[config.mk]
export PLATFORM = sky130hd
export DESIGN_NAME = flyby_dma
export DESIGN_NICKNAME = d
export VERILOG_FILES = /design/src/rtl/flyby_dma_pkg.sv /design/src/rtl/dma_chan_regs.sv /design/src/rtl/dma_prio_pick.sv /design/src/rtl/dma_cycle_seq.sv /design/src/rtl/flyby_dma.sv
export SDC_FILE = /design/constraint.sdc
export NUM_CORES = 1
export LEC_CHECK = 0
export ABC_CLOCK_PERIOD_IN_PS = 5900
export BUFFER_PORTS_ARGS = -buffer_cell sky130_fd_sc_hd__buf_2
export CORE_AREA = 2 2 132 134
export CTS_BUF_LIST = sky130_fd_sc_hd__clkbuf_4 sky130_fd_sc_hd__clkbuf_8 sky130_fd_sc_hd__clkbuf_16
export DETAILED_ROUTE_END_ITERATION = 16
export DIE_AREA = 0 0 134 136
export PLACE_DENSITY = 0.67
export SLEW_MARGIN = 20
export SYNTH_ARGS = -nofsm -noshare
export SYNTH_HDL_FRONTEND = slang
export SYNTH_SLANG_ARGS = --single-unit
export TNS_END_PERCENT = 1
[constraint.sdc]
create_clock -name clk -period 5.9 [get_ports clk]
set_clock_uncertainty 0.15 [all_clocks]
set_input_delay 0 -clock clk [delete_from_list [all_inputs] [get_ports clk]]
set_output_delay 0 -clock clk [all_outputs]
set_load 0.03 [all_outputs]
[src/rtl/flyby_dma_pkg.sv]
// Shared types and codes for the fly-by DMA controller.
// Assumes: consumers import the package before use.
package flyby_dma_pkg;

    // Bus-cycle phase of the sequencer
    typedef enum logic [2:0] {
        PH_IDLE  = 3'd0,
        PH_HOLD  = 3'd1,
        PH_SETUP = 3'd2,
        PH_STRB  = 3'd3,
        PH_REL   = 3'd4
    } phase_t;

    // Register field select codes
    localparam logic [1:0] SEL_ADDR = 2'd0;
    localparam logic [1:0] SEL_CNT  = 2'd1;
    localparam logic [1:0] SEL_CTRL = 2'd2;

    // Control field bit positions
    localparam int CTRL_EN  = 0;
    localparam int CTRL_DIR = 1;

endpackage

[src/rtl/dma_chan_regs.sv]
// One channel's programmable state: address pointer, word count, enable
// and direction. A step advances address and count after one word.
// Assumes: wr_en and step never assert together (the top gates writes
// to the active channel); CNT_W <= DATA_W.
module dma_chan_regs
    import flyby_dma_pkg::*;
#(
    parameter int ADDR_W = 16,
    parameter int CNT_W  = 12,
    parameter int DATA_W = 16
) (
    input  logic              clk,
    input  logic              rst_n,
    input  logic              wr_en,
    input  logic [1:0]        wr_sel,
    input  logic [DATA_W-1:0] wr_data,
    input  logic              step,
    output logic [ADDR_W-1:0] addr,
    output logic [CNT_W-1:0]  cnt,
    output logic              en,
    output logic              dir,
    output logic              ready
);

    // Program fields or advance pointer and count after a word.
    always_ff @(posedge clk) begin
        if (!rst_n) begin
            addr <= '0;
            cnt  <= '0;
            en   <= 1'b0;
            dir  <= 1'b0;
        end else if (wr_en) begin
            case (wr_sel)
                SEL_ADDR: addr <= wr_data[ADDR_W-1:0];
                SEL_CNT:  cnt  <= wr_data[CNT_W-1:0];
                SEL_CTRL: begin
                    en  <= wr_data[CTRL_EN];
                    dir <= wr_data[CTRL_DIR];
                end
                default: ;
            endcase
        end else if (step) begin
            addr <= addr + ADDR_W'(1);
            cnt  <= cnt - CNT_W'(1);
        end
    end

    // A channel can be served only when enabled and with words left.
    always_comb ready = en && (cnt != '0);

    // a word is never completed on an exhausted count.
    p_step_nonzero_r6: assert property (@(posedge clk) disable iff (!rst_n)
        step |-> (cnt != '0));

    // one step moves the pointer up and the count down by one.
    p_step_update_r6: assert property (@(posedge clk) disable iff (!rst_n)
        (step && !wr_en) |=> (addr == $past(addr) + ADDR_W'(1)) &&
                             (cnt == $past(cnt) - CNT_W'(1)));

endmodule

[src/rtl/dma_prio_pick.sv]
// Fixed-priority selector: the lowest-numbered eligible channel wins.
// Assumes: NUM_CH >= 2; purely combinational.
module dma_prio_pick #(
    parameter int NUM_CH = 4,
    localparam int CH_W  = $clog2(NUM_CH)
) (
    input  logic              clk,
    input  logic              rst_n,
    input  logic [NUM_CH-1:0] elig,
    output logic              any,
    output logic [CH_W-1:0]   win_idx,
    output logic [NUM_CH-1:0] grant
);

    // Scan from the top down so the lowest set bit is the last written.
    always_comb begin
        win_idx = '0;
        for (int i = NUM_CH - 1; i >= 0; i--) begin
            if (elig[i]) win_idx = CH_W'(i);
        end
        any   = |elig;
        grant = any ? (NUM_CH'(1) << win_idx) : '0;
    end

    // at most one channel granted, and only one that asked.
    p_grant_onehot_r8: assert property (@(posedge clk) disable iff (!rst_n)
        $onehot0(grant) && ((grant & ~elig) == '0));

    // no eligible channel below the winner.
    p_lowest_wins_r8: assert property (@(posedge clk) disable iff (!rst_n)
        any |-> ((elig & ((NUM_CH'(1) << win_idx) - NUM_CH'(1))) == '0));

endmodule

[src/rtl/dma_cycle_seq.sv]
// Bus-cycle sequencer: locks a channel, runs the hold handshake, then
// steps each word through setup, strobe and release phases, and ends
// the burst on exhaustion or a dropped request.
// Assumes: the processor keeps hlda high while hrq is high once granted.
module dma_cycle_seq
    import flyby_dma_pkg::*;
#(
    parameter int NUM_CH = 4,
    localparam int CH_W  = $clog2(NUM_CH)
) (
    input  logic              clk,
    input  logic              rst_n,
    input  logic              any_req,
    input  logic [CH_W-1:0]   win_idx,
    input  logic [NUM_CH-1:0] dreq,
    input  logic              act_last,
    input  logic              hlda,
    output phase_t            phase,
    output logic [CH_W-1:0]   act_idx,
    output logic              step,
    output logic              tc
);

    logic act_req;

    // Request line of the locked channel.
    always_comb act_req = dreq[act_idx];

    // Pointer update happens as the release phase ends.
    always_comb step = (phase == PH_REL);

    // Phase progression, channel lock and terminal-count pulse.
    always_ff @(posedge clk) begin
        if (!rst_n) begin
            phase   <= PH_IDLE;
            act_idx <= '0;
            tc      <= 1'b0;
        end else begin
            tc <= 1'b0;
            case (phase)
                PH_IDLE: if (any_req) begin
                    act_idx <= win_idx;
                    phase   <= PH_HOLD;
                end
                PH_HOLD: begin
                    if (!act_req)  phase <= PH_IDLE;
                    else if (hlda) phase <= PH_SETUP;
                end
                PH_SETUP: phase <= PH_STRB;
                PH_STRB:  phase <= PH_REL;
                PH_REL: begin
                    if (act_last) begin
                        phase <= PH_IDLE;
                        tc    <= 1'b1;
                    end else if (act_req) begin
                        phase <= PH_SETUP;
                    end else begin
                        phase <= PH_IDLE;
                    end
                end
                default: phase <= PH_IDLE;
            endcase
        end
    end

    // the bus is entered only after the grant was seen.
    p_grant_first_r2: assert property (@(posedge clk) disable iff (!rst_n)
        (phase == PH_SETUP && $past(phase) == PH_HOLD) |-> $past(hlda));

    // strobe phase always follows setup, release always follows strobe.
    p_phase_order_r6: assert property (@(posedge clk) disable iff (!rst_n)
        (phase == PH_STRB) |=> (phase == PH_REL));

    // terminal count lasts one cycle and the bus is already released.
    p_tc_pulse_r7: assert property (@(posedge clk) disable iff (!rst_n)
        tc |-> (phase == PH_IDLE) ##1 !tc);

    // the locked channel never changes while a burst runs.
    p_lock_held_r8: assert property (@(posedge clk) disable iff (!rst_n)
        (phase != PH_IDLE && $past(phase) != PH_IDLE) |-> $stable(act_idx));

endmodule

[src/rtl/flyby_dma.sv]
// Four-channel fly-by DMA controller top. Holds the channel registers,
// picks the requesting channel, and drives the handshake, the address
// and the strobe pairs. Data never passes through this block.
// Assumes: CNT_W <= ADDR_W; hlda stays high once granted until hrq drops.
module flyby_dma
    import flyby_dma_pkg::*;
#(
    parameter int NUM_CH = 4,
    parameter int ADDR_W = 16,
    parameter int CNT_W  = 12,
    localparam int CH_W  = $clog2(NUM_CH)
) (
    input  logic              clk,
    input  logic              rst_n,
    input  logic              cfg_we,
    input  logic [CH_W-1:0]   cfg_ch,
    input  logic [1:0]        cfg_sel,
    input  logic [ADDR_W-1:0] cfg_wdata,
    input  logic [NUM_CH-1:0] dreq,
    output logic [NUM_CH-1:0] dack,
    output logic              hrq,
    input  logic              hlda,
    output logic              addr_oe,
    output logic [ADDR_W-1:0] bus_addr,
    output logic              mem_rd,
    output logic              mem_wr,
    output logic              io_rd,
    output logic              io_wr,
    output logic              tc
);

    logic [ADDR_W-1:0] ch_addr [NUM_CH];
    logic [CNT_W-1:0]  ch_cnt  [NUM_CH];
    logic [NUM_CH-1:0] ch_en, ch_dir, ch_ready, elig, grant;
    logic              any_req, step, on_bus, act_dir;
    logic [CH_W-1:0]   win_idx, act_idx;
    phase_t            phase;

    // Per-channel register sets; writes to the busy channel are dropped.
    for (genvar g = 0; g < NUM_CH; g++) begin : g_chan
        logic wr_ok;
        always_comb wr_ok = cfg_we && (cfg_ch == CH_W'(g)) &&
                            !(hrq && act_idx == CH_W'(g));
        dma_chan_regs #(
            .ADDR_W (ADDR_W),
            .CNT_W  (CNT_W),
            .DATA_W (ADDR_W)
        ) u_regs (
            .clk     (clk),
            .rst_n   (rst_n),
            .wr_en   (wr_ok),
            .wr_sel  (cfg_sel),
            .wr_data (cfg_wdata),
            .step    (step && act_idx == CH_W'(g)),
            .addr    (ch_addr[g]),
            .cnt     (ch_cnt[g]),
            .en      (ch_en[g]),
            .dir     (ch_dir[g]),
            .ready   (ch_ready[g])
        );
    end

    // Only programmed channels with words left may compete.
    always_comb elig = dreq & ch_ready;

    dma_prio_pick #(.NUM_CH(NUM_CH)) u_pick (
        .clk     (clk),
        .rst_n   (rst_n),
        .elig    (elig),
        .any     (any_req),
        .win_idx (win_idx),
        .grant   (grant)
    );

    dma_cycle_seq #(.NUM_CH(NUM_CH)) u_seq (
        .clk      (clk),
        .rst_n    (rst_n),
        .any_req  (any_req),
        .win_idx  (win_idx),
        .dreq     (dreq),
        .act_last (ch_cnt[act_idx] == CNT_W'(1)),
        .hlda     (hlda),
        .phase    (phase),
        .act_idx  (act_idx),
        .step     (step),
        .tc       (tc)
    );

    // Bus-facing decode of the phase and the active channel.
    always_comb begin
        on_bus   = (phase == PH_SETUP) || (phase == PH_STRB) || (phase == PH_REL);
        act_dir  = ch_dir[act_idx];
        hrq      = (phase != PH_IDLE);
        addr_oe  = on_bus;
        dack     = on_bus ? (NUM_CH'(1) << act_idx) : '0;
        bus_addr = on_bus ? ch_addr[act_idx] : '0;
        mem_rd   = (phase == PH_STRB) && !act_dir;
        io_wr    = (phase == PH_STRB) && !act_dir;
        io_rd    = (phase == PH_STRB) && act_dir;
        mem_wr   = (phase == PH_STRB) && act_dir;
    end

    // no bus drive without the processor's grant.
    p_bus_needs_grant_r2: assert property (@(posedge clk) disable iff (!rst_n)
        addr_oe |-> hlda);

    // the device acknowledge is one-hot.
    p_dack_onehot_r3: assert property (@(posedge clk) disable iff (!rst_n)
        $onehot0(dack));

    // never read and write the same side in one cycle.
    p_no_same_side_r4: assert property (@(posedge clk) disable iff (!rst_n)
        !(mem_rd && mem_wr) && !(io_rd && io_wr));

    // the address does not move between strobe and release.
    p_addr_hold_r6: assert property (@(posedge clk) disable iff (!rst_n)
        (phase == PH_REL) |-> $stable(bus_addr));

    // hold request stays up from one word into the next.
    p_hold_continuous_r12: assert property (@(posedge clk) disable iff (!rst_n)
        (phase == PH_SETUP && $past(phase) == PH_REL) |-> $past(hrq));

endmodule

== After elaboration in Yosys (flattened, before gate mapping) ==
Index checks and enable logic that the tools add are counted.
Storage, ports and cells
  bits in registers: 126
  input bits: 28
  output and inout bits: 27
  word-level logic and storage cells: 154
Cells by class
  add/subtract/negate cells: 8
  order comparisons: 2
  equality and inequality tests: 23
  shift operators: 1
  multiplexer cells: 41
  bitwise operators: 2
  reductions and logical operators: 58
Operators by type and width (number)
  two-way mux 16 bit: 12
  two-way mux 12 bit: 11
  adder 16 x 1 -> 16 bit (second input constant): 4
  nonzero test 12 bit: 4
  subtractor 12 x 1 -> 12 bit (second input constant): 4
  binary-select mux 16 bit (select 2 bit): 1
  AND reduction 2 bit: 15
  binary-select mux 12 bit (select 2 bit): 1
  logical AND 1 bit: 22
  != test 2 bit (second input constant): 9
  one-hot mux 3 bit (5 select lines): 1
  equality test 12 x 1 -> 1 bit (second input constant): 1
  two-way mux 3 bit: 4
  equality test 2 bit (second input constant): 5
  two-way mux 2 bit: 5
  nonzero test 2 bit: 4
  equality test 2 x 1 -> 1 bit (second input constant): 3
  equality test 3 x 2 -> 1 bit (second input constant): 2
  zero test 2 bit: 3
  zero test 1 bit: 5
  bitwise AND 4 bit: 1
  binary-select mux 1 bit (select 2 bit): 2
  two-way mux 4 bit: 1
  OR reduction 4 bit: 1
  11 further kinds: 14

== Depth between registers and ports, before layout ==
  depth in word-level cells: 7
  mapped depth: 8
  mapped depth without buffers: 7

== Cells and area by module ==
A second synthesis with hierarchy kept.
Second synthesis, totals
  cell total of the unflattened synthesis: 1115
  area, all modules: 8749.6 µm²
Modules (own cells, without submodules)
  dma_chan_regs: times used 4, cells each 246, area each 1873.0 µm², seq. area each 600.6 µm²
  flyby_dma: times used 1, cells each 95, area each 927.1 µm², seq. area each 0.0 µm²
  dma_cycle_seq: times used 1, cells each 25, area each 280.3 µm², seq. area each 120.1 µm²
  dma_prio_pick: times used 1, cells each 11, area each 50.0 µm², seq. area each 0.0 µm²

== Worst setup path after synthesis ==
Ideal clock, no wire load.
  kind: register -> output
  start point: reg u_seq.act_idx[1]
  end point: out mem_rd
  data arrival time: 2.187 ns
  required time: 5.750 ns
  slack: 3.563 ns
  cell stages (with the launch flop): 6
  buffers on the path: 3
  cell sequence: dfxtp_1 > buf_2 > buf_2 > mux4_2 > nor2_1 > buf_4
Between the ends
  longest elaborated chain between the ends: 4
RTL lines
  start, declared: line dma_cycle_seq.sv:19  | output logic [CH_W-1:0] act_idx,
  start signal, assigned: line dma_cycle_seq.sv:42  | act_idx <= win_idx;
  binary-select mux 1 bit (select 2 bit): line flyby_dma.sv:92  | act_dir = ch_dir[act_idx];
  two-way mux 1 bit (not written as such): line flyby_dma.sv:92
  zero test 1 bit
  logical AND 1 bit
  end, declared: line flyby_dma.sv:25  | output logic mem_rd,
No other way between the ends. The select of a mux whose other input is x is not followed.

== Worst setup path in the final report ==
  start point: reg u_seq.act_idx[1]
  end point: reg g_chan[3].u_regs.cnt[2]
Between the ends
  longest elaborated chain between the ends: 6
  elaborated cells on any way between the ends: 9
  classes of those cells: 2 x eq/ne; 1 x mux; 6 x reduce/logical
RTL lines
  equality test 2 bit (*): line flyby_dma.sv:43, flyby_dma.sv:54
  logical AND 1 bit: line flyby_dma.sv:43  | !(hrq && act_idx == CH_W'(g));
  zero test 1 bit: line flyby_dma.sv:43
  logical AND 1 bit: line flyby_dma.sv:42  | always_comb wr_ok = cfg_we && (cfg_ch == CH_W'(g)) &&
  != test 2 bit (no line) / nonzero test 2 bit (equally long branches)
  AND reduction 2 bit (no line)
  end signal, assigned: line dma_chan_regs.sv:35  | SEL_CNT: cnt <= wr_data[CNT_W-1:0];
  end signal, assigned: line dma_chan_regs.sv:44  | cnt <= cnt - CNT_W'(1);
  end, declared: line dma_chan_regs.sv:19  | output logic [CNT_W-1:0] cnt,
Every way passes the cells marked *; elsewhere a longest branch is shown, timed or not.
A chain may end at the register's enable or synchronous reset.

==> flow_summary.json <==
{
  "cellPowerDensity_nw_per_um2": 236.7,
  "cts_resized": 0,
  "syn_area_um2": 8310,
  "synthDistinctLibCells": 67,
  "seq_area_frac_synth_pct": 30.35,
  "synth-seq-cells": 126,
  "max_freq_mhz": 287.5,
  "grt_first_pass_wirelength_um": 45220,
  "design_area_um2": 9458,
  "finalHoldViolCount": 0,
  "n_antenna_cell": 0,
  "syn2layout_area_growth_pct": 13.81,
  "overflow": 0,
  "seqPwrFrac_pct": 39.0,
  "synth_edf_count": 0,
  "grt_max_degree": 52,
  "drt_first_pass_iters": 6,
  "r2r-end": "g_chan[3].u_regs.cnt[2]",
  "clock_latency_ns": 0.43,
  "num_rows": 48,
  "tns_ns": 0,
  "tritoncts": "done",
  "yosys.area.top_type": "dfxtp_1",
  "setup_viol_count_final": 0,
  "first_global_vias": 8000,
  "holdPathStages": 4,
  "synth_top_cell_area_share_pct": 30.35,
  "synth-warning-count": 0,
  "critPathLaunchType": "flop",
  "worstHoldStart": "cfg_wdata[4]",
  "hold_path_end": "g_chan[1].u_regs.addr[4]",
  "io_pins": 55,
  "r2r_cells": 5,
  "period_share_pct": 58.96,
  "drc": 0,
  "p_comb_share_pct": 9.8,
  "port_buffers": 54,
  "drt_iter0_drc": 802,
  "critical_path_class": "flop to flop",
  "grt_usage_pct": 31.94,
  "outcome": "complete, no violations",
  "synth.area.top_cells": "dfxtp_1 (30%), a21oi_1 (6.9%), o21ai_0 (6.8%)",
  "synth_async_sr_flop_share_pct": 0,
  "fillCellCount": 1591,
  "die_h_um": 136,
  "vias_per_cell": 6.564,
  "cts.hold.buffers_added": 17,
  "slew_viol_final": 0,
  "dp_hpwl_um": 19560,
  "cp_data_arrival_time_ns": 3.67,
  "placed_area_um2": 8645,
  "swShare_pct": 24.81,
  "postSynthAreaPerCell_um2": 7.624,
  "dieArea_um2": 18220,
  "cp.required_ns": 6.10,
  "endpoint_kind": "flop",
  "rrSetupSlack_ns": 2.42,
  "grt_antenna_before_repair": 0,
  "crit_fanout": 34,
  "cts_num_sinks": 126,
  "clkSlewWorstSetupHoldPaths_ns": 0.06,
  "die_x_um": 134,
  "clkPwrFrac_pct": 51.2,
  "synth_nets": 1126,
  "numCtsBuffers": 17,
  "design.core.area_um2": 16880,
  "routed_wl_um": 29020,
  "p_leak_uw": 0.003341,
  "vdd_ir_drop_max_mv": 0.2206,
  "h-tree-depth": 4,
  "slew_headroom_pct": 24.61,
  "wire_per_inst_um": 21.40,
  "num-nets-final": 1155,
  "synth_flop_cell": "dfxtp_1",
  "r2r_start": "u_seq.act_idx[1]",
  "min_path_type": "primary input to flop",
  "detail-route-antenna-nets": 0,
  "max-cap-violations": 0,
  "rsz0062_at_grt": "no",
  "switching_power_uw": 555.5,
  "drive_above_1_share_pct": 14.50,
  "clock_path_buffers": 2,
  "cts_root_buffer": "clkbuf_16",
  "tightest_slew_ns": 1.131,
  "post_cts_buffers": 0,
  "place_congestion": 0.9381,
  "syn-instance-count": 1090,
  "p_int_uw": 1683,
  "dr_total_vias": 8901,
  "initial_utilization_pct": 49.24,
  "min_period_ns": 3.479
}
==> worst max-delay path by stage <==
| stage | endpoint | from | cells past startpoint | slack (ns) |
|---|---|---|---|---|
| global route | g_chan[3].u_regs.cnt[8] | u_seq.act_idx[1] | 5 | 2.16 |
| CTS | g_chan[1].u_regs.addr[7] | u_seq.act_idx[1] | 6 | 2.28 |
| finish | g_chan[3].u_regs.cnt[2] | u_seq.act_idx[1] | 5 | 2.42 |
| global placement | g_chan[1].u_regs.addr[7] | u_seq.act_idx[1] | 6 | 2.42 |
| floorplan | mem_rd | u_seq.act_idx[1] | 5 | 3.56 |
| detailed placement | g_chan[1].u_regs.addr[7] | u_seq.act_idx[1] | 6 | 2.33 |
==> flip-flops by register name, summed over array words and instances (netlist names) <==
register	cells
g_chan.u_regs.addr	64
g_chan.u_regs.cnt	48
u_seq.tc	1
u_seq.phase	3
g_chan.u_regs.en	4
u_seq.act_idx	2
g_chan.u_regs.dir	4
==> layout by cell type, fill, tap and decap left out, types with 5 or more instances in the layout <==
cell type	n
buf_2	54
o221a_2	19
nand2b_1	7
dlygate4sd3_1	17
mux2i_1	8
nor3_1	32
clkbuf_16	17
nand3_1	33
or4_1	7
nor4_1	24
nand2_1	72
a21oi_1	113
o21ai_0	111
a31oi_1	29
nor2_1	143
dfxtp_1	124
and3_1	20
o21a_1	17
inv_1	15
and2_1	27
buf_4	12
nand4_1	14
clkbuf_8	7
mux4_2	18
o211ai_1	7
a211oi_1	10
o21ai_2	5
nand3b_1	13
nor3b_1	22
ha_1	8
o22ai_1	5
a21o_1	11
nor2b_1	22
nor4b_1	9
o211a_1	5
==> layout make-up <==
cell class | count | area [µm²] | share of cell area, %
clock inverters | 5 | 100.1 | 1.058
flip-flops and latches | 126 | 2525 | 26.70
repair buffers | 83 | 530.5 | 5.609
multi-input cells | 874 | 5420 | 57.31
inverters | 17 | 63.81 | 0.6747
clock buffers | 26 | 536.8 | 5.675
well taps | 225 | 281.5 | 2.977
==> Yosys cell counts (all sizes together) (11+ instances only) <==
library cell / instances
a211oi: 11
a21o: 11
a21oi: 116
a31oi: 29
and2: 27
and3: 20
buf: 42
clkbuf: 31
dfxtp: 126
inv: 17
mux4: 18
nand2: 72
nand3: 33
nand3b: 13
nand4: 14
nor2: 144
nor2b: 22
nor3: 34
nor3b: 22
nor4: 27
o21a: 17
o21ai: 120
o221a: 19
==> power by group through the flow <==
stage | sequential, µW | combinational (µW) | clock [µW]
2_1_floorplan | 887 | 140 | 0
3_3_place_gp | 892 | 202 | 0
3_5_place_dp | 892 | 204 | 0
4_1_cts | 874 | 214 | 1150
5_1_grt | 875 | 239 | 1190
6_report | 874 | 220 | 1150
==> routing by layer <==
layer	vias to the layer above	routed length [µm]	track usage (%)
li1	4145	-	-
met1	4248	12310	42.45
met2	421	13180	50.11
met3	87	2192	5.779
met4	0	1343	15.66
met5	-	0	0
==> per-stage QoR <==
stage                     setup WS (ns)  power, µW  utilization [%]  hold WS (ns)  std cells
after floorplan                   3.563       1027                -      0.009000       1090
after global placement            2.419       1094            51.18        0.2041       1307
after detailed placement          2.327       1096            51.22        0.2040       1308
after CTS                         2.279       2236            56.01       0.01335       1356
after global routing              2.156       2301            56.04       0.04404       1356
final                             2.421       2239            56.04       0.03655       1356
==> cells by family (layout without fill, tap and decap cells) <==
family / count (synthesis) / count (layout) / share of synthesized area (%)
buf+inv: 90 / 131 / 5.028
compound gates: 379 / 379 / 28.89
fa+ha+maj: 8 / 8 / 1.205
mux: 27 / 27 / 5.977
simple gates: 460 / 460 / 28.55
flops: 126 / 126 / 30.35
==> critical path, stage by stage (launching register included) <==
cell      delay [ns]
dfxtp_2         0.98
o311ai_2        0.44
and2_1          0.42
a21oi_1         0.95
o21ai_0         0.24
a21oi_1         0.20
Power figures use the tool's default switching activity.
